===== src/rtl/vir_pkg.sv =====
package vir_pkg;
  localparam int unsigned KINDS = 3;
  localparam int unsigned KW    = $clog2(KINDS);
  localparam int unsigned LW    = 2;
  localparam logic [LW-1:0] LVL_GUEST = 2'd1;
  localparam logic [LW-1:0] LVL_HYP   = 2'd2;
  localparam logic [LW-1:0] LVL_TOP   = 2'd3;
endpackage


===== src/rtl/vir_pend_bank.sv =====
module vir_pend_bank #(
  parameter int unsigned N = 3
) (
  input  logic         clk,
  input  logic         rst_n,
  input  logic [N-1:0] set_i,
  input  logic [N-1:0] clr_i,
  output logic [N-1:0] pend_o
);
  logic [N-1:0] pend_q;

  for (genvar i = 0; i < N; i++) begin : g_flag
    always_ff @(posedge clk) begin
      if (!rst_n) pend_q[i] <= 1'b0;
      else        pend_q[i] <= (pend_q[i] & ~clr_i[i]) | set_i[i];
    end

    assert_pend_hold_R1: assert property (@(posedge clk) disable iff (!rst_n)
      (pend_q[i] && !clr_i[i]) |=> pend_q[i]);
    assert_pend_capture_R1: assert property (@(posedge clk) disable iff (!rst_n)
      set_i[i] |=> pend_q[i]);
  end

  assign pend_o = pend_q;
endmodule


===== src/rtl/vir_route_eval.sv =====
module vir_route_eval
  import vir_pkg::*;
(
  input  logic          ppend_i,
  input  logic          vpend_i,
  input  logic [LW-1:0] el_i,
  input  logic          ovr_i,
  input  logic          host_trap_i,
  input  logic          mask_i,
  output logic          p_ok_o,
  output logic [LW-1:0] p_lvl_o,
  output logic          v_ok_o
);
  logic at_low, at_hyp, trap_on, to_hyp;

  always_comb begin
    at_low  = (el_i < LVL_HYP);
    at_hyp  = (el_i == LVL_HYP);
    trap_on = host_trap_i && (el_i == '0);
    to_hyp  = ovr_i || trap_on;
    p_lvl_o = to_hyp ? LVL_HYP : LVL_GUEST;
    if (to_hyp) p_ok_o = ppend_i && (at_low || (at_hyp && !mask_i));
    else        p_ok_o = ppend_i && at_low && !mask_i;
    v_ok_o = vpend_i && ovr_i && !trap_on && at_low && !mask_i;
  end
endmodule


===== src/rtl/vir_pick.sv =====
module vir_pick
  import vir_pkg::*;
#(
  parameter int unsigned N = KINDS
) (
  input  logic                  clk,
  input  logic                  rst_n,
  input  logic [N-1:0]          p_ok_i,
  input  logic [N-1:0][LW-1:0]  p_lvl_i,
  input  logic [N-1:0]          v_ok_i,
  input  logic                  ack_valid_i,
  input  logic [KW-1:0]         ack_kind_i,
  input  logic                  ack_virt_i,
  output logic                  take_o,
  output logic [LW-1:0]         take_lvl_o,
  output logic                  take_virt_o,
  output logic [KW-1:0]         take_kind_o
);
  logic          sel_any, sel_v, ack_hit;
  logic [KW-1:0] sel_k;
  logic [LW-1:0] sel_l;
  logic          busy_q, take_q, virt_q;
  logic [KW-1:0] kind_q;
  logic [LW-1:0] lvl_q;

  // ascending scan, later hits override: higher kind wins, physical beats virtual
  always_comb begin
    sel_any = 1'b0;
    sel_v   = 1'b0;
    sel_k   = '0;
    sel_l   = '0;
    for (int k = 0; k < int'(N); k++) begin
      if (v_ok_i[k]) begin
        sel_any = 1'b1; sel_v = 1'b1; sel_k = KW'(k); sel_l = LVL_GUEST;
      end
      if (p_ok_i[k]) begin
        sel_any = 1'b1; sel_v = 1'b0; sel_k = KW'(k); sel_l = p_lvl_i[k];
      end
    end
    ack_hit = ack_valid_i && busy_q && (ack_kind_i == kind_q) && (ack_virt_i == virt_q);
  end

  always_ff @(posedge clk) begin
    if (!rst_n) begin
      busy_q <= 1'b0;
      take_q <= 1'b0;
      virt_q <= 1'b0;
      kind_q <= '0;
      lvl_q  <= '0;
    end else begin
      take_q <= !busy_q && sel_any;
      if (!busy_q && sel_any) begin
        busy_q <= 1'b1;
        virt_q <= sel_v;
        kind_q <= sel_k;
        lvl_q  <= sel_l;
      end else if (ack_hit) begin
        busy_q <= 1'b0;
      end
    end
  end

  assign take_o      = take_q;
  assign take_lvl_o  = lvl_q;
  assign take_virt_o = virt_q;
  assign take_kind_o = kind_q;

  assert_take_pulse_R2: assert property (@(posedge clk) disable iff (!rst_n)
    take_q |=> !take_q);
  assert_wait_ack_R2: assert property (@(posedge clk) disable iff (!rst_n)
    (busy_q && !ack_hit) |=> !take_q);
  assert_top_kind_first_R3: assert property (@(posedge clk) disable iff (!rst_n)
    (!busy_q && p_ok_i[N-1]) |=> (take_q && !virt_q && kind_q == KW'(N-1)));
endmodule


===== src/rtl/vir_router.sv =====
module vir_router
  import vir_pkg::*;
(
  input  logic          clk,
  input  logic          rst_n,
  input  logic [2:0]    phys_req,
  input  logic [2:0]    virt_sw,
  input  logic [2:0]    virt_ext,
  input  logic [1:0]    cur_el,
  input  logic [2:0]    route_ovr,
  input  logic          host_trap,
  input  logic [2:0]    state_mask,
  input  logic          ack_valid,
  input  logic [1:0]    ack_kind,
  input  logic          ack_virt,
  output logic          take,
  output logic [1:0]    take_el,
  output logic          take_virt,
  output logic [1:0]    take_kind
);
  logic [KINDS-1:0]         p_clr, v_clr, v_set, p_pend, v_pend, p_ok, v_ok;
  logic [KINDS-1:0][LW-1:0] p_lvl;

  for (genvar k = 0; k < KINDS; k++) begin : g_kind
    assign p_clr[k] = ack_valid && !ack_virt && (ack_kind == KW'(k));
    assign v_clr[k] = ack_valid &&  ack_virt && (ack_kind == KW'(k));
    assign v_set[k] = virt_sw[k] | virt_ext[k];

    vir_route_eval u_eval (
      .ppend_i     (p_pend[k]),
      .vpend_i     (v_pend[k]),
      .el_i        (cur_el),
      .ovr_i       (route_ovr[k]),
      .host_trap_i (host_trap),
      .mask_i      (state_mask[k]),
      .p_ok_o      (p_ok[k]),
      .p_lvl_o     (p_lvl[k]),
      .v_ok_o      (v_ok[k])
    );
  end

  vir_pend_bank #(.N(KINDS)) u_ppend (
    .clk(clk), .rst_n(rst_n), .set_i(phys_req), .clr_i(p_clr), .pend_o(p_pend));

  vir_pend_bank #(.N(KINDS)) u_vpend (
    .clk(clk), .rst_n(rst_n), .set_i(v_set), .clr_i(v_clr), .pend_o(v_pend));

  vir_pick #(.N(KINDS)) u_pick (
    .clk         (clk),
    .rst_n       (rst_n),
    .p_ok_i      (p_ok),
    .p_lvl_i     (p_lvl),
    .v_ok_i      (v_ok),
    .ack_valid_i (ack_valid),
    .ack_kind_i  (ack_kind),
    .ack_virt_i  (ack_virt),
    .take_o      (take),
    .take_lvl_o  (take_el),
    .take_virt_o (take_virt),
    .take_kind_o (take_kind)
  );

  assert_virt_low_R6: assert property (@(posedge clk) disable iff (!rst_n)
    (take && take_virt) |-> ($past(cur_el) < LVL_HYP));
  assert_virt_guest_R5: assert property (@(posedge clk) disable iff (!rst_n)
    (take && take_virt) |-> (take_el == LVL_GUEST));
  assert_top_quiet_R7: assert property (@(posedge clk) disable iff (!rst_n)
    ($past(cur_el) == LVL_TOP) |-> !take);
  assert_target_nonzero_R4: assert property (@(posedge clk) disable iff (!rst_n)
    take |-> (take_el != 2'd0 && take_el != LVL_TOP));
endmodule


===== config.mk =====
export PLATFORM = sky130hd
export DESIGN_NAME = vir_router
export DESIGN_NICKNAME = d
export VERILOG_FILES = /design/src/rtl/vir_pkg.sv /design/src/rtl/vir_pend_bank.sv /design/src/rtl/vir_route_eval.sv /design/src/rtl/vir_pick.sv /design/src/rtl/vir_router.sv
export SDC_FILE = /design/constraint.sdc
export NUM_CORES = 1
export LEC_CHECK = 0
export ABC_CLOCK_PERIOD_IN_PS = 2400
export BUFFER_PORTS_ARGS = -buffer_cell sky130_fd_sc_hd__buf_4
export CORE_UTILIZATION = 40
export DETAILED_ROUTE_END_ITERATION = 10
export PLACE_DENSITY = 0.63
export RECOVER_POWER = 25
export SYNTH_ARGS = -nofsm -noshare
export SYNTH_HDL_FRONTEND = slang
export SYNTH_SLANG_ARGS = --single-unit

===== constraint.sdc =====
create_clock -name clk -period 2.4 [get_ports clk]
set_input_delay 0.12 -clock clk [delete_from_list [all_inputs] [get_ports clk]]
set_output_delay 0.12 -clock clk [all_outputs]
set_load 0.005 [all_outputs]

## Yosys cells after proc, flatten, opt, wreduce, memory -nomap -nowiden

Cells that the tools add are included.

| storage, ports and cells | value |
|---|---|
| flip-flop bits (word level) | 13 |
| input bits | 24 |
| output and inout bits | 6 |

| operators by class | value |
|---|---|
| $lt $le $gt $ge | 1 |
| eq/ne operators | 5 |
| mux-type cells | 29 |
| bitwise gates (word level) | 21 |
| reduce and logical (&&, ||, !) cells | 52 |

Operator list:

| kind | number |
|---|---|
| logical AND 1 bit | 37 |
| 2-to-1 mux 2 bit | 10 |
| 2-to-1 mux 1 bit | 19 |
| bitwise OR 1 bit | 9 |
| AND 1 bit | 6 |
| logical NOT 1 bit | 6 |
| logical OR 1 bit | 6 |
| NOT 1 bit | 6 |
| == test 2 bit, second input constant | 2 |
| logical NOT 2 bit | 2 |
| == test 2 x 1 -> 1 bit, second input constant | 1 |
| == test 2 bit | 1 |
| less-than comparator 2 bit, second input constant | 1 |
| nonzero test 2 bit | 1 |
| == test 1 bit | 1 |

## Logic depth before layout (Yosys ltp)

| logic depth | value |
|---|---|
| depth in word-level cells | 14 |
| mapped depth | 6 |
| gate-level depth less buffers | 5 |

## Cells and area by module

Synthesis repeated with hierarchy kept, for this count alone.

| unflattened totals | value |
|---|---|
| cell total of the unflattened synthesis | 104 |
| area, all modules | 968.4 sq um |

By module, submodules not included:

| module | times used | cells each | area each (sq um) | seq. area each (sq um) |
|---|---|---|---|---|
| vir_pick | 1 | 44 | 386.6 | 140.1 |
| vir_pend_bank | 2 | 9 | 123.9 | 60.1 |
| vir_route_eval | 3 | 11 | 80.1 | 0.0 |
| vir_router | 1 | 9 | 93.8 | 0.0 |

## Worst setup path after synthesis

Ideal clock, no wire load.

| path | value |
|---|---|
| path kind | flip-flop to flip-flop |
| start | register u_ppend.pend_q[0], in the netlist u_ppend.pend_o[0] |
| end | register u_pick.lvl_q[1], in the netlist u_pick.take_lvl_o[1] |
| library setup time | 0.122 ns |
| arrival time | 1.624 ns |
| setup slack | 0.655 ns |
| cell stages (with the launch flop) | 6 |
| buffers on the path | 0 |
| period minus slack after synthesis | 1.745 ns |
| cells stage by stage | dfxtp_1 a21bo_2 a221oi_1 and2b_4 a31o_4 o311a_1 |

| on the way | value |
|---|---|
| word-level cells in the longest chain between the ends | 9 |
| elaborated cells on any way between the ends | 15 |

Ends and longest elaborated chain:

| element | RTL line | text |
|---|---|---|
| start, declared | vir_pend_bank.sv:10 | `logic [N-1:0] pend_q;` |
| start signal, assigned by index | vir_pend_bank.sv:15 | `else pend_q[i] <= (pend_q[i] & ~clr_i[i]) \| set_i[i];` |
| logical AND 1 bit (2 in a row) | vir_route_eval.sv:23 | `else p_ok_o = ppend_i && at_low && !mask_i;` |
| 2-to-1 mux 1 bit (*) | vir_route_eval.sv:22 | `if (to_hyp) p_ok_o = ppend_i && (at_low \|\| (at_hyp && !mask_i));` |
| 2-to-1 mux 1 bit | vir_pick.sv:36 | `if (p_ok_i[k]) begin` |
| 2-to-1 mux 1 bit | vir_pick.sv:33 | `if (v_ok_i[k]) begin` |
| 2-to-1 mux 1 bit | vir_pick.sv:36 |  |
| 2-to-1 mux 1 bit | vir_pick.sv:33 |  |
| 2-to-1 mux 1 bit | vir_pick.sv:36 |  |
| logical AND 1 bit | vir_pick.sv:52 | `if (!busy_q && sel_any) begin` |
| end signal, assigned | vir_pick.sv:56 | `lvl_q <= sel_l;` |
| end, declared | vir_pick.sv:24 | `logic [LW-1:0] lvl_q;` |

Mark *: on every way between the ends. The rest lies on a longest branch, timed or not.
A chain may end at the register's enable or synchronous reset.

## Worst setup path in the final report

Ends and elaborated chain as after synthesis.

==> run summary <==
post-detail-place hpwl: 1.62 mm
hold slack: 47.7 ps
Die X: 48.3 um
ant diodes: 0
filler cell count in the final layout: 195
reg2reg start: u_ppend.pend_o[0]
Final TNS setup: 0 ps
Critical Path Start Type: flop
Post-Syn Area: 858 sq um
path depth of the worst reg2reg path: 5
routed vias/inst: 5.38
Ys Warns: 0
Slew HR: 65.4%
Num CTS Buffers: 3
Crit Path Class: flop to flop
FF-to-FF setup slack: 530 ps
Die Ht: 48.3 um
Syn Area/Cell: 8.10 sq um
largest fanout on the critical path: 5
Final Wtd Congestion: 0.870
total number of vias: 887
FP Rows: 16
die area: 2330 sq um
post-synth top area cell: dfxtp_1
Synth Register Bits: 13
static leakage: 0.470 nW
drt pass-1 iters: 4
CTS tree: done
Clk Latency, worst-skew pair: 280 ps
vias in the first global route: 803
final slew viol count: 0
initial core utilization: 43.3%
Root Buffer: clkbuf_4
final net count: 163
hold-critical path depth: 3
ys flop type: dfxtp_1
Max VDD drop: 0.000323 V
endpoints failing hold: 0
total power: 0.544 mW
antenna viol nets, final: 0
Max Cap Violations: 0
total track usage: 19.7%
commonest non-fill, non-tap cell in the layout: buf_4
routed len/inst: 12.5 um
Syn-to-layout area delta: 31.5%
CP endpoint kind: flop
Async SR Flop Fraction: 0%
Synth top area share: 30.3%
Synth Instances: 106
fin crit period: 1870 ps
critical path endpoint: u_pick.take_lvl_o[1]
RSZ-0062 raised after global routing: false
DRC violations left: 0
initial antenna violation count: 0
largest net degree at the start of global routing: 11
Buffers on Ports: 29
CORE AREA: 1980 sq um
setup bufs post-CTS: 0
# clock sinks: 13
Netlist cell types: 39
PwrDens: 482 nW/um^2
Ports: 30
gr ovfl total: 0
Hold WC Path Type: primary input to flop
Final Cycle Share: 78.1%
final setup vio count: 0
Post-synth EDFFs: 0
Post-Layout Cell Count: 165
first-pass GRT wire length: 3.61 mm
maximum clock rate: 0.533 GHz
worst slew pin tran: 514 ps
CTS Buffer Depth: 2
Worst EP arrival: 2050 ps
worst setup margin: 525 ps
status: finished, final reports clean
Synth area leaders: dfxtp_1 30%, nand2b_1 6.6%, nor2_1 5.2%
initial detailed-routing violation count: 13
CP required: 2570 ps
r2r endpoint: u_pick.take_lvl_o[1]
Final Routed Wirelength: 2.06 mm
placed cell count: 161
most frequent cells in the layout: 29 x buf_4, 13 x dfxtp_1, 12 x nor2_1
Crit. Startpoint: u_ppend.pend_o[0]
H-tree levels: 1
Post-CTS Hold Fix Bufs: 0
layout cells sized above 1: 29.0%
Mapped Nets: 130
worst slack at placement: 530 ps
Fin Clk Skew: 1.48 ps
Post-CTS Resized: 0
clock slew seen by the registers of the worst setup and hold paths: 80 ps
register area share after synthesis: 30.3%
==> Yosys cell counts (2+ instances only) <==
cell type	n
a21bo_2	2
a21oi_1	7
dfxtp_1	13
inv_1	4
nand2_1	9
nand2b_1	9
nand3_1	3
nand3b_1	2
nand4_1	3
nor2_1	12
nor2b_1	5
nor3_1	3
o211a_1	2
o21a_1	2
o21ai_0	4
xnor2_1	3
==> power by group <==
group          internal (mW)  switching, mW  total, mW
Combinational         0.0863         0.0683      0.155
Sequential             0.235         0.0181      0.253
Clock                 0.0645         0.0720      0.136
Total                  0.386          0.158      0.544
==> worst max-delay path, stage by stage (launching register included) <==
cell	delay, ps
dfxtp_1	350
a21bo_2	220
a221oi_1	340
and2b_4	270
a31o_4	260
o311a_1	340
==> registers in the layout, summed over array words and instances, names as in the netlist <==
signal              count
u_pick.take_kind_o      2
u_pick.busy_q           1
u_pick.take_lvl_o       2
u_ppend.pend_o          3
u_vpend.pend_o          3
u_pick.take_o           1
u_pick.take_virt_o      1
==> layout make-up <==
type                       instances  area (sq um)  share of cell area (%)
tap                               27          33.8                    2.99
multi-input combinational         86           568                    50.3
clock buffer                       4          26.3                    2.33
inverter                           5          18.8                    1.66
timing repair buffer              30           221                    19.6
sequential                        13           260                    23.1
==> cells by family (layout without fill, tap and decap cells) <==
| logic type | after synthesis | after routing | share of synthesized area (%) |
|---|---|---|---|
| XOR/XNOR | 3 | 3 | 3.06 |
| AO/OA/AOI/OAI | 29 | 29 | 26.8 |
| buffers and inverters | 7 | 39 | 3.50 |
| multiplexers | 1 | 1 | 1.17 |
| flip-flops | 13 | 13 | 30.3 |
| AND/OR/NAND/NOR | 53 | 53 | 35.1 |
==> metrics by stage <==
step / utilization (%) / cell area [sq um]
finish: 56.9 / 1130
detailed placement: 55.8 / 1110
global route: 56.9 / 1130
floorplan: - / 858
CTS: 57.1 / 1130
global placement: 55.8 / 1110
==> worst min path at each step <==
stage / start / end / slack [ps]
2_1_floorplan: phys_req[0] / u_ppend.pend_o[0] / 240
3_3_place_gp: phys_req[1] / u_ppend.pend_o[1] / 330
3_5_place_dp: phys_req[0] / u_ppend.pend_o[0] / 340
4_1_cts: phys_req[0] / u_ppend.pend_o[0] / 50
5_1_grt: phys_req[1] / u_ppend.pend_o[1] / 60
6_report: phys_req[0] / u_ppend.pend_o[0] / 50
==> per-layer routing <==
layer  routed length, um  global-route usage, %
met1                1040                   27.0
met3                  93                   3.77
met2                 875                   29.6
met5                   0                      0
met4                  53                   9.31
No activity file was read; power rests on OpenSTA's default activity.
